[src/rtl/cipher_ctrl_pkg.sv]
package cipher_ctrl_pkg;

    localparam int WORD_W     = 32;
    localparam int SWAP_W     = 2;
    localparam int MODE_W     = 2;
    localparam int CHAIN_W    = 3;
    localparam int CHLO_W     = 2;
    localparam int PHASE_W    = 2;
    localparam int PAD_W      = 4;

    localparam int EN_BIT     = 0;
    localparam int CCFIE_BIT  = 1;
    localparam int ERRIE_BIT  = 2;
    localparam int DIN_BIT    = 3;
    localparam int DOUT_BIT   = 4;
    localparam int PHASE_LSB  = 5;
    localparam int CHHI_BIT   = 7;
    localparam int CHLO_LSB   = 8;
    localparam int MODE_LSB   = 10;
    localparam int SWAP_LSB   = 12;
    localparam int KEY_BIT    = 14;
    localparam int PAD_LSB    = 16;
    localparam int CCFCLR_BIT = 24;
    localparam int ERRCLR_BIT = 25;

    localparam logic [CHAIN_W-1:0] CH_ECB = 3'd0;
    localparam logic [CHAIN_W-1:0] CH_CBC = 3'd1;
    localparam logic [CHAIN_W-1:0] CH_GCM = 3'd3;
    localparam logic [CHAIN_W-1:0] CH_CCM = 3'd4;
    localparam logic [PHASE_W-1:0] PH_INIT = 2'd0;

    typedef enum logic [MODE_W-1:0] {
        MODE_ENC        = 2'd0,
        MODE_KEYDER     = 2'd1,
        MODE_DEC        = 2'd2,
        MODE_KEYDER_DEC = 2'd3
    } op_mode_e;

    typedef struct packed {
        logic [SWAP_W-1:0]  swap;
        op_mode_e           mode;
        logic [CHAIN_W-1:0] chain;
        logic               keysize;
    } locked_cfg_t;

    typedef struct packed {
        logic               ccf_ie;
        logic               err_ie;
        logic               din_en;
        logic               dout_en;
        logic [PHASE_W-1:0] phase;
        logic [PAD_W-1:0]   pad;
    } free_cfg_t;

    function automatic logic is_auth_chain(input logic [CHAIN_W-1:0] c);
        return (c == CH_GCM) || (c == CH_CCM);
    endfunction

    function automatic logic is_reserved_chain(input logic [CHAIN_W-1:0] c);
        return c > CH_CCM;
    endfunction

    function automatic op_mode_e resolve_mode(input op_mode_e req,
                                              input op_mode_e cur,
                                              input logic [CHAIN_W-1:0] chain);
        op_mode_e m;
        m = req;
        if (req == MODE_KEYDER_DEC && chain != CH_ECB && chain != CH_CBC)
            m = MODE_DEC;
        if (req == MODE_DEC && cur == MODE_KEYDER_DEC)
            m = MODE_KEYDER_DEC;
        return m;
    endfunction

    function automatic logic [WORD_W-1:0] pack_word(input logic en,
                                                    input locked_cfg_t l,
                                                    input free_cfg_t f);
        logic [WORD_W-1:0] w;
        w = '0;
        w[EN_BIT]                      = en;
        w[CCFIE_BIT]                   = f.ccf_ie;
        w[ERRIE_BIT]                   = f.err_ie;
        w[DIN_BIT]                     = f.din_en;
        w[DOUT_BIT]                    = f.dout_en;
        w[PHASE_LSB +: PHASE_W]        = f.phase;
        w[CHHI_BIT]                    = l.chain[CHAIN_W-1];
        w[CHLO_LSB +: CHLO_W]          = l.chain[CHLO_W-1:0];
        w[MODE_LSB +: MODE_W]          = l.mode;
        w[SWAP_LSB +: SWAP_W]          = l.swap;
        w[KEY_BIT]                     = l.keysize;
        w[PAD_LSB +: PAD_W]            = f.pad;
        return w;
    endfunction

endpackage

[src/rtl/ccr_lock_store.sv]
module ccr_lock_store
    import cipher_ctrl_pkg::*;
(
    input  logic        clk,
    input  logic        rst,
    input  logic        wr_hit,
    input  logic        wr_en_bit,
    input  logic        en_q,
    input  locked_cfg_t wr_cfg,
    output locked_cfg_t cfg_q
);
    logic        accept;
    locked_cfg_t cfg_d;

    always_comb begin
        accept     = wr_hit && !(en_q && wr_en_bit);
        cfg_d      = cfg_q;
        if (accept) begin
            cfg_d.swap    = wr_cfg.swap;
            cfg_d.chain   = wr_cfg.chain;
            cfg_d.keysize = wr_cfg.keysize;
            cfg_d.mode    = resolve_mode(wr_cfg.mode, cfg_q.mode, wr_cfg.chain);
        end
    end

    always_ff @(posedge clk) begin
        if (rst) begin
            cfg_q <= '{swap: '0, mode: MODE_ENC, chain: '0, keysize: 1'b0};
        end else begin
            cfg_q <= cfg_d;
        end
    end
endmodule

[src/rtl/ccr_free_store.sv]
module ccr_free_store
    import cipher_ctrl_pkg::*;
(
    input  logic      clk,
    input  logic      rst,
    input  logic      wr_hit,
    input  free_cfg_t wr_cfg,
    output free_cfg_t cfg_q
);
    always_ff @(posedge clk) begin
        if (rst) begin
            cfg_q <= '0;
        end else if (wr_hit) begin
            cfg_q <= wr_cfg;
        end
    end
endmodule

[src/rtl/ccr_enable_ctl.sv]
module ccr_enable_ctl
    import cipher_ctrl_pkg::*;
(
    input  logic               clk,
    input  logic               rst,
    input  logic               wr_hit,
    input  logic               wr_en_bit,
    input  logic               keyprep_done,
    input  logic               init_done,
    input  op_mode_e           mode,
    input  logic [CHAIN_W-1:0] chain,
    input  logic [PHASE_W-1:0] phase,
    output logic               en_q,
    output logic               reinit
);
    logic en_prev;
    logic auto_clr;
    logic keyprep_hit;
    logic init_hit;

    always_comb begin
        keyprep_hit = keyprep_done && (mode == MODE_KEYDER);
        init_hit    = init_done && is_auth_chain(chain) && (phase == PH_INIT);
        auto_clr    = en_q && (keyprep_hit || init_hit);
    end

    always_ff @(posedge clk) begin
        if (rst) begin
            en_q    <= 1'b0;
            en_prev <= 1'b0;
        end else begin
            en_prev <= en_q;
            if (auto_clr)
                en_q <= 1'b0;
            else if (wr_hit)
                en_q <= wr_en_bit;
        end
    end

    assign reinit = en_q && !en_prev;
endmodule

[src/rtl/ccr_event_gate.sv]
module ccr_event_gate
    import cipher_ctrl_pkg::*;
(
    input  op_mode_e  mode,
    input  free_cfg_t fcfg,
    input  logic      wr_hit,
    input  logic      ccf_clr_bit,
    input  logic      err_clr_bit,
    input  logic      flag_ccf,
    input  logic      flag_rderr,
    input  logic      flag_wrerr,
    input  logic      din_pending,
    input  logic      dout_pending,
    output logic      irq,
    output logic      din_req,
    output logic      dout_req,
    output logic      clr_ccf,
    output logic      clr_err
);
    logic dma_mode_ok;

    always_comb begin
        dma_mode_ok = (mode == MODE_ENC) || (mode == MODE_DEC);
        din_req     = din_pending  && fcfg.din_en  && dma_mode_ok;
        dout_req    = dout_pending && fcfg.dout_en && dma_mode_ok;
        irq         = (flag_ccf && fcfg.ccf_ie) ||
                      ((flag_rderr || flag_wrerr) && fcfg.err_ie);
        clr_ccf     = wr_hit && ccf_clr_bit;
        clr_err     = wr_hit && err_clr_bit;
    end
endmodule

[src/rtl/cipher_ctrl_reg.sv]
module cipher_ctrl_reg
    import cipher_ctrl_pkg::*;
(
    input  logic                clk,
    input  logic                rst,
    input  logic                bus_sel,
    input  logic                bus_wr,
    input  logic                bus_rd,
    input  logic [WORD_W-1:0]   bus_wdata,
    output logic [WORD_W-1:0]   bus_rdata,
    input  logic                keyprep_done,
    input  logic                init_done,
    input  logic                flag_ccf,
    input  logic                flag_rderr,
    input  logic                flag_wrerr,
    input  logic                dma_in_pending,
    input  logic                dma_out_pending,
    output logic                cfg_en,
    output logic [SWAP_W-1:0]   cfg_swap,
    output logic [MODE_W-1:0]   cfg_mode,
    output logic [CHAIN_W-1:0]  cfg_chain,
    output logic                cfg_keysize,
    output logic [PHASE_W-1:0]  cfg_phase,
    output logic [PAD_W-1:0]    cfg_pad,
    output logic                phase_valid,
    output logic                reserved_cfg,
    output logic                reinit_o,
    output logic                clr_ccf_o,
    output logic                clr_err_o,
    output logic                irq_o,
    output logic                dma_in_req,
    output logic                dma_out_req
);
    logic        wr_hit;
    locked_cfg_t wr_lcfg;
    free_cfg_t   wr_fcfg;
    locked_cfg_t lcfg;
    free_cfg_t   fcfg;
    logic        en_q;
    logic [10:0] unused_wbits;

    assign wr_hit       = bus_sel && bus_wr;
    assign unused_wbits = {bus_wdata[31:26], bus_wdata[23:20], bus_wdata[15]};

    always_comb begin
        wr_lcfg.swap    = bus_wdata[SWAP_LSB +: SWAP_W];
        wr_lcfg.mode    = op_mode_e'(bus_wdata[MODE_LSB +: MODE_W]);
        wr_lcfg.chain   = {bus_wdata[CHHI_BIT], bus_wdata[CHLO_LSB +: CHLO_W]};
        wr_lcfg.keysize = bus_wdata[KEY_BIT];
        wr_fcfg.ccf_ie  = bus_wdata[CCFIE_BIT];
        wr_fcfg.err_ie  = bus_wdata[ERRIE_BIT];
        wr_fcfg.din_en  = bus_wdata[DIN_BIT];
        wr_fcfg.dout_en = bus_wdata[DOUT_BIT];
        wr_fcfg.phase   = bus_wdata[PHASE_LSB +: PHASE_W];
        wr_fcfg.pad     = bus_wdata[PAD_LSB +: PAD_W];
    end

    ccr_lock_store lock_i (
        .clk       (clk),
        .rst       (rst),
        .wr_hit    (wr_hit),
        .wr_en_bit (bus_wdata[EN_BIT]),
        .en_q      (en_q),
        .wr_cfg    (wr_lcfg),
        .cfg_q     (lcfg)
    );

    ccr_free_store free_i (
        .clk    (clk),
        .rst    (rst),
        .wr_hit (wr_hit),
        .wr_cfg (wr_fcfg),
        .cfg_q  (fcfg)
    );

    ccr_enable_ctl enable_i (
        .clk          (clk),
        .rst          (rst),
        .wr_hit       (wr_hit),
        .wr_en_bit    (bus_wdata[EN_BIT]),
        .keyprep_done (keyprep_done),
        .init_done    (init_done),
        .mode         (lcfg.mode),
        .chain        (lcfg.chain),
        .phase        (fcfg.phase),
        .en_q         (en_q),
        .reinit       (reinit_o)
    );

    ccr_event_gate gate_i (
        .mode         (lcfg.mode),
        .fcfg         (fcfg),
        .wr_hit       (wr_hit),
        .ccf_clr_bit  (bus_wdata[CCFCLR_BIT]),
        .err_clr_bit  (bus_wdata[ERRCLR_BIT]),
        .flag_ccf     (flag_ccf),
        .flag_rderr   (flag_rderr),
        .flag_wrerr   (flag_wrerr),
        .din_pending  (dma_in_pending),
        .dout_pending (dma_out_pending),
        .irq          (irq_o),
        .din_req      (dma_in_req),
        .dout_req     (dma_out_req),
        .clr_ccf      (clr_ccf_o),
        .clr_err      (clr_err_o)
    );

    assign bus_rdata    = (bus_sel && bus_rd) ? pack_word(en_q, lcfg, fcfg) : '0;
    assign cfg_en       = en_q;
    assign cfg_swap     = lcfg.swap;
    assign cfg_mode     = lcfg.mode;
    assign cfg_chain    = lcfg.chain;
    assign cfg_keysize  = lcfg.keysize;
    assign cfg_phase    = fcfg.phase;
    assign cfg_pad      = fcfg.pad;
    assign phase_valid  = is_auth_chain(lcfg.chain);
    assign reserved_cfg = is_reserved_chain(lcfg.chain);
endmodule

[config.mk]
export PLATFORM = sky130hd
export DESIGN_NAME = cipher_ctrl_reg
export DESIGN_NICKNAME = d
export VERILOG_FILES = /design/src/rtl/cipher_ctrl_pkg.sv /design/src/rtl/ccr_lock_store.sv /design/src/rtl/ccr_free_store.sv /design/src/rtl/ccr_enable_ctl.sv /design/src/rtl/ccr_event_gate.sv /design/src/rtl/cipher_ctrl_reg.sv
export SDC_FILE = /design/constraint.sdc
export NUM_CORES = 1
export LEC_CHECK = 0
export CAP_MARGIN = 0
export CORE_UTILIZATION = 33
export DETAILED_ROUTE_END_ITERATION = 6
export PLACE_DENSITY = 0.84
export SLEW_MARGIN = 25
export SYNTH_ARGS = -nofsm -noshare
export SYNTH_HDL_FRONTEND = slang
export SYNTH_HIERARCHICAL = 1
export SYNTH_SLANG_ARGS = --single-unit
[constraint.sdc]
create_clock -name clk -period 3.9 [get_ports clk]
set_clock_uncertainty 0.15 [all_clocks]
set_input_delay 0.78 -clock clk [delete_from_list [all_inputs] [get_ports clk]]
set_output_delay 0.78 -clock clk [all_outputs]
set_load 0.005 [all_outputs]
==> impl_metrics.py, run 1 <==
metrics = {
    "setup_path": {
        "crit_type": "input pin to primary output",
        "worst-path-buf-inv": 3,
        "crit_fanout": 13,
        "crit_path_end_kind": "primary output",
        "cp_top_family": "buffers and inverters",
        "crit_arrival_ns": 2.41,
        "required_ns": 2.97,
        "critPathSlowestCell": "clkdlybuf4s50_1",
        "start_kind": "input pin",
        "crit_chain": "clkdlybuf4s50_1, buf_4, and3_2, clkdlybuf4s50_1",
        "slowest_delay_ns": 0.73,
        "cpMostUsedCell": "clkdlybuf4s50_1",
    },
    "global_route": {
        "grt_pass1_vias": 986,
        "grt_usage_pct": 16.3,
        "grt_max_degree": 21,
        "grt_overflow_total": 0,
        "grt_first_pass_wirelength_um": 4410,
        "antenna_found_initial": 0,
    },
    "drt": {
        "ant_nets": 0,
        "vias": 1119,
        "wl_per_cell_um": 11.8,
        "drtIter0Drc": 34,
        "drc_errors": 0,
        "vias_per_cell": 4.53,
        "routed_wirelength_um": 2910,
        "dr.pass1.iters": 4,
    },
    "job": {
        "drv_cap": 0,
    },
    "cells_and_area": {
        "finish.utilization_pct": 59.8,
        "fillCellCount": 277,
        "nNetsFinal": 248,
        "multi_input_area_um2": 624,
        "seqCellArea_um2": 400,
        "drive_above_1_share_pct": 10.3,
        "area_delta_synth_final_pct": 67.9,
        "diodes": 0,
    },
    "synth": {
        "synth_cells": 130,
        "syn_area_per_cell_um2": 8.58,
        "syn-cell-area_mm2": 0.00111,
        "synth.distinct_cells": 30,
        "ys_warn_count": 6,
        "yosysSeqAreaShare_pct": 35.9,
        "ys_ff_latch": 20,
    },
    "clocking": {
        "numCtsBuffers": 3,
        "htreeDepth": 1,
        "path_clk_slew_ns": 0.11,
        "cts_root_buffer": "clkbuf_4",
        "cts_hold_buf": 0,
        "post_cts_buffers": 0,
        "cts_tree": "done",
        "clockBufferDepth": 2,
        "cts_sinks": 20,
        "clk_latency_ns": 0.29,
        "cts_resized": 0,
    },
    "place": {
        "port_buffers": 74,
        "dp_slack_ns": 0.551,
        "gp_congestion": 0.730,
        "place.detailed.hpwl_um": 2200,
    },
    "floorplanning": {
        "die_area_mm2": 0.00361,
        "core_mm2": 0.00313,
        "start_util_pct": 35.6,
        "die_x_um": 60.1,
        "die_h_um": 60.1,
        "ios": 99,
        "rows": 20,
    },
    "timing": {
        "hold_violations": 0,
        "fmaxAchievable_ghz": 0.299,
        "tightest_slew_ns": 0.728,
        "final.period_utilization_pct": 85.7,
        "finalMaxSlewViolations": 0,
        "setup_tns_ns": 0,
        "fin_ws_ns": 0.557,
        "fin_crit_ns": 3.34,
        "setup_viol": 0,
        "rsz0062_at_grt": "false",
        "hold_slack_ns": 0.333,
        "slew_headroom_pct": 51.3,
    },
    "pwr": {
        "p_per_area_mw_per_mm2": 239,
        "p_total_w": 0.000448,
        "power_leakage_nw": 0.768,
        "ir_drop_v": 0.000131,
    },
    "status": {
        "status": "finished clean",
    },
    "min_path": {
        "min_path_type": "register to register",
    },
}
synthesized netlist by cell type:
cell type	instances	area [um^2]
dfxtp_1	20	400
nand2_1	20	75.1
buf_4	13	97.6
nor2_1	12	45.0
mux2i_1	11	110
and3_1	10	62.6
and3_2	9	67.6
a21oi_1	7	35.0
and2_1	3	18.8
buf_1	2	7.51
buf_6	2	22.5
clkbuf_1	2	7.51
nor2b_1	2	12.5
a2111oi_2	1	15.0
a21bo_4	1	16.3
a21boi_4	1	18.8
a21oi_2	1	8.76
and3b_1	1	8.76
and4b_1	1	10.0
conb_1	1	3.75
nand2b_1	1	6.26
nand3_2	1	10.0
nand3b_1	1	7.51
nor4_1	1	6.26
o21a_1	1	7.51
o21ai_0	1	5.00
o21ai_1	1	5.00
o21ai_2	1	8.76
o22ai_1	1	6.26
or3b_1	1	8.76
sequential cells by signal (all words and copies together) (netlist names):
register,count
free_i/cfg_q,10
enable_i/en_prev,1
enable_i/en_q,1
lock_i/cfg_q,8
power breakdown:
part / switching (W) / internal [W] / leakage [nW] / total [W]
sequential: 0.0000106 / 0.000214 / 0.163 / 0.000224
clock: 0.0000626 / 0.0000569 / 0.0210 / 0.000119
combinational: 0.0000369 / 0.0000670 / 0.583 / 0.000104
per-stage QoR:
| stage | area (um^2) | instances |
|---|---|---|
| floorplan | 1160 | 142 |
| global placement | 1840 | 243 |
| detailed placement | 1840 | 243 |
| CTS | 1870 | 247 |
| global route | 1870 | 247 |
| finish | 1870 | 247 |
layout by cell type (no fill, tap or decap), types with 2 or more instances in the layout:
cell and count:
conb_1 13, a21oi_1 7, nand2_1 20, clkdlybuf4s50_1 74, nor2b_1 2, buf_4 2
clkbuf_4 3, dfxtp_1 20, and3_1 10, mux2i_1 11, and2_1 3, and3_2 9
nor2_1 12
path summary, 6_finish.rpt:
path	start	end	slack, ns	cells after the start
max	bus_sel	bus_rdata[16]	0.56	4
max reg2reg	lock_i/cfg_q[3]	enable_i/en_q	2.30	3
min	lock_i/cfg_q[6]	lock_i/cfg_q[6]	0.33	2
min reg2reg	lock_i/cfg_q[6]	lock_i/cfg_q[6]	0.33	2
layout make-up:
type,count,share of cell area (%)
sequential,20,21.4
tap,44,2.94
clock buffer,4,1.94
timing repair buffer,76,40.4
multi-input combinational,103,33.4
routing by layer:
layer  share of wire, %  GRT usage (%)  up-vias
met1                 44           19.5      505
met2                 47           27.9       51
met5                  0              0        -
met4               0.34           5.98        0
li1                   -              -      561
met3                8.9           3.90        2
worst reg2reg max path, delay by kind of cell (launching register included):
family           cells  cell delay, ns
AND/OR/NAND/NOR      2            0.47
flip-flops           1            0.46
AO/OA/AOI/OAI        1            0.38
logic make-up after synthesis:
kind of cell           share of synthesized area, %
and+or+nand+nor                                30.4
muxes                                          9.88
other                                         0.336
DFF                                            35.9
buffers and inverters                          12.1
AOI/OAI and AO/OA                              11.3
Power figures use the tool's default switching activity.
==> run 2, diff against run 1 <==
--- a/config.mk
+++ b/config.mk
@@ -8,7 +8,8 @@
 export CAP_MARGIN = 0
 export CORE_UTILIZATION = 33
 export DETAILED_ROUTE_END_ITERATION = 6
-export PLACE_DENSITY = 0.84
+export PLACE_DENSITY = 0.89
+export SETUP_SLACK_MARGIN = 0.1
 export SLEW_MARGIN = 25
 export SYNTH_ARGS = -nofsm -noshare
 export SYNTH_HDL_FRONTEND = slang
==> impl_metrics.py, run 2 (synthesized netlist as in run 1, its figures left out) <==
metrics = {
    "pwr": {
        "switching_share_pct": 24.0,
        "comb_power_share_pct": 23.3,
        "power_leakage_nw": 0.768,
        "p_sw_w": 0.000106,
        "ir_drop_v": 0.000141,
        "p_seq_share_pct": 50.5,
        "p_clk_share_pct": 26.2,
        "p_int_w": 0.000338,
        "p_per_area_mw_per_mm2": 237,
    },
    "place": {
        "dp_slack_ns": 0.605,
        "place.detailed.hpwl_um": 2200,
        "placed_cell_area_mm2": 0.00184,
        "port_buffers": 74,
        "dp_cells": 243,
        "gp_congestion": 0.715,
    },
    "setup_path": {
        "crit_chain": "clkdlybuf4s50_1, buf_4, and3_2, clkdlybuf4s50_1",
        "crit_type": "input pin to primary output",
        "start_kind": "input pin",
        "required_ns": 2.97,
        "timing.rr.end": "enable_i/en_q",
        "cpMostUsedCell": "clkdlybuf4s50_1",
        "crit_arrival_ns": 2.34,
        "r2r_cells": 3,
        "crit_fanout": 12,
        "crit_path_end_kind": "primary output",
        "slowest_delay_ns": 0.66,
        "reg2reg_slack_ns": 2.30,
        "critPathSlowestCell": "clkdlybuf4s50_1",
        "r2r-start": "lock_i/cfg_q[3]",
    },
    "cells_and_area": {
        "final_common_cell": "clkdlybuf4s50_1",
        "design_area_mm2": 0.00187,
        "area_delta_synth_final_pct": 67.9,
        "drive_above_1_share_pct": 10.3,
        "multi_input_area_um2": 624,
        "largestRegisters": "free_i/cfg_q (10), lock_i/cfg_q (8)",
        "fillCellCount": 297,
        "largest_reg_flops": 10,
        "seqCellArea_um2": 400,
        "layout_common_cells": "clkdlybuf4s50_1, nand2_1, dfxtp_1",
        "nNetsFinal": 248,
        "stdcell_count": 247,
        "diodes": 0,
        "regMostFlops": "free_i/cfg_q",
    },
    "min_path": {
        "min_to": "lock_i/cfg_q[6]",
        "min_path_type": "register to register",
        "hp-start": "lock_i/cfg_q[6]",
        "whs_path_depth": 2,
    },
    "timing": {
        "fmaxAchievable_ghz": 0.306,
        "setup_tns_ns": 0,
        "fin_ws_ns": 0.634,
        "tightest_slew_ns": 0.733,
        "setup_viol": 0,
        "finalMaxSlewViolations": 0,
        "rsz0062_at_grt": "false",
        "hold_violations": 0,
        "fin_crit_ns": 3.27,
        "final.period_utilization_pct": 83.8,
        "slew_headroom_pct": 51.0,
    },
    "drt": {
        "wl_per_cell_um": 11.5,
        "dr.pass1.iters": 4,
        "vias_per_cell": 4.47,
        "routed_wirelength_um": 2850,
        "drc_errors": 0,
        "ant_nets": 0,
        "vias": 1103,
        "drtIter0Drc": 33,
    },
    "floorplanning": {
        "die_area_mm2": 0.00361,
        "die_x_um": 60.1,
        "start_util_pct": 35.6,
        "die_h_um": 60.1,
        "core_mm2": 0.00313,
        "rows": 20,
        "ios": 99,
    },
    "clocking": {
        "cts_sinks": 20,
        "clockBufferDepth": 2,
        "cts_resized": 0,
        "clk_latency_ns": 0.29,
        "numCtsBuffers": 3,
        "cts_hold_buf": 0,
        "path_clk_slew_ns": 0.11,
        "post_cts_buffers": 0,
        "cts_root_buffer": "clkbuf_4",
        "cts_tree": "done",
        "htreeDepth": 1,
    },
    "global_route": {
        "grt_max_degree": 21,
        "grt_pass1_vias": 997,
        "grt_first_pass_wirelength_um": 4460,
        "grt_usage_pct": 16.5,
        "grt_overflow_total": 0,
        "antenna_found_initial": 0,
    },
    "job": {
        "drv_cap": 0,
    },
    "status": {
        "status": "finished clean",
    },
}
-- run 2: cell counts in the layout (fill, tap and decap cells not counted) --
No cell type changed its count.
-- run 2: cell type report --
class | instances | area share (%)
tap | 44 | 2.94
clock buffer | 4 | 1.94
multi-input combinational | 103 | 33.4
sequential | 20 | 21.4
timing repair buffer | 76 | 40.4
-- run 2: power groups by stage --
| stage | combinational (W) | clock, W | sequential, W |
|---|---|---|---|
| after floorplan | 0.0000477 | 0 | 0.000227 |
| after global placement | 0.000103 | 0 | 0.000229 |
| after detailed placement | 0.000104 | 0 | 0.000229 |
| after CTS | 0.000104 | 0.000124 | 0.000225 |
| after global routing | 0.000113 | 0.000132 | 0.000226 |
| final | 0.000104 | 0.000116 | 0.000224 |
-- run 2: worst max-delay path by stage --
stage | from | end | cells past startpoint
2_1_floorplan | bus_sel | clr_err_o | 3
3_3_place_gp | bus_rd | bus_rdata[0] | 3
3_5_place_dp | bus_sel | bus_rdata[0] | 4
4_1_cts | bus_sel | bus_rdata[0] | 4
5_1_grt | bus_rd | bus_rdata[0] | 3
6_report | bus_sel | bus_rdata[0] | 4
-- run 2: layer usage --
layer | track usage [%] | share of wire [%]
met2 | 28.3 | 47
met1 | 19.8 | 44
met4 | 6.31 | 1.2
met5 | 0 | 0
met3 | 3.90 | 8.0
-- run 2: per-stage QoR --
stage               power [W]  hold slack [ns]  util [%]
floorplan            0.000275            0.311         -
global placement     0.000331            0.311      58.7
detailed placement   0.000333            0.315      58.7
CTS                  0.000453            0.337      59.8
global route         0.000471            0.362      59.8
finish               0.000444            0.334      59.8
-- run 2: worst max-delay path, delay by kind of cell --
family	cells	cell delay, ns
buffers and inverters	3	1.39
and+or+nand+nor	1	0.17
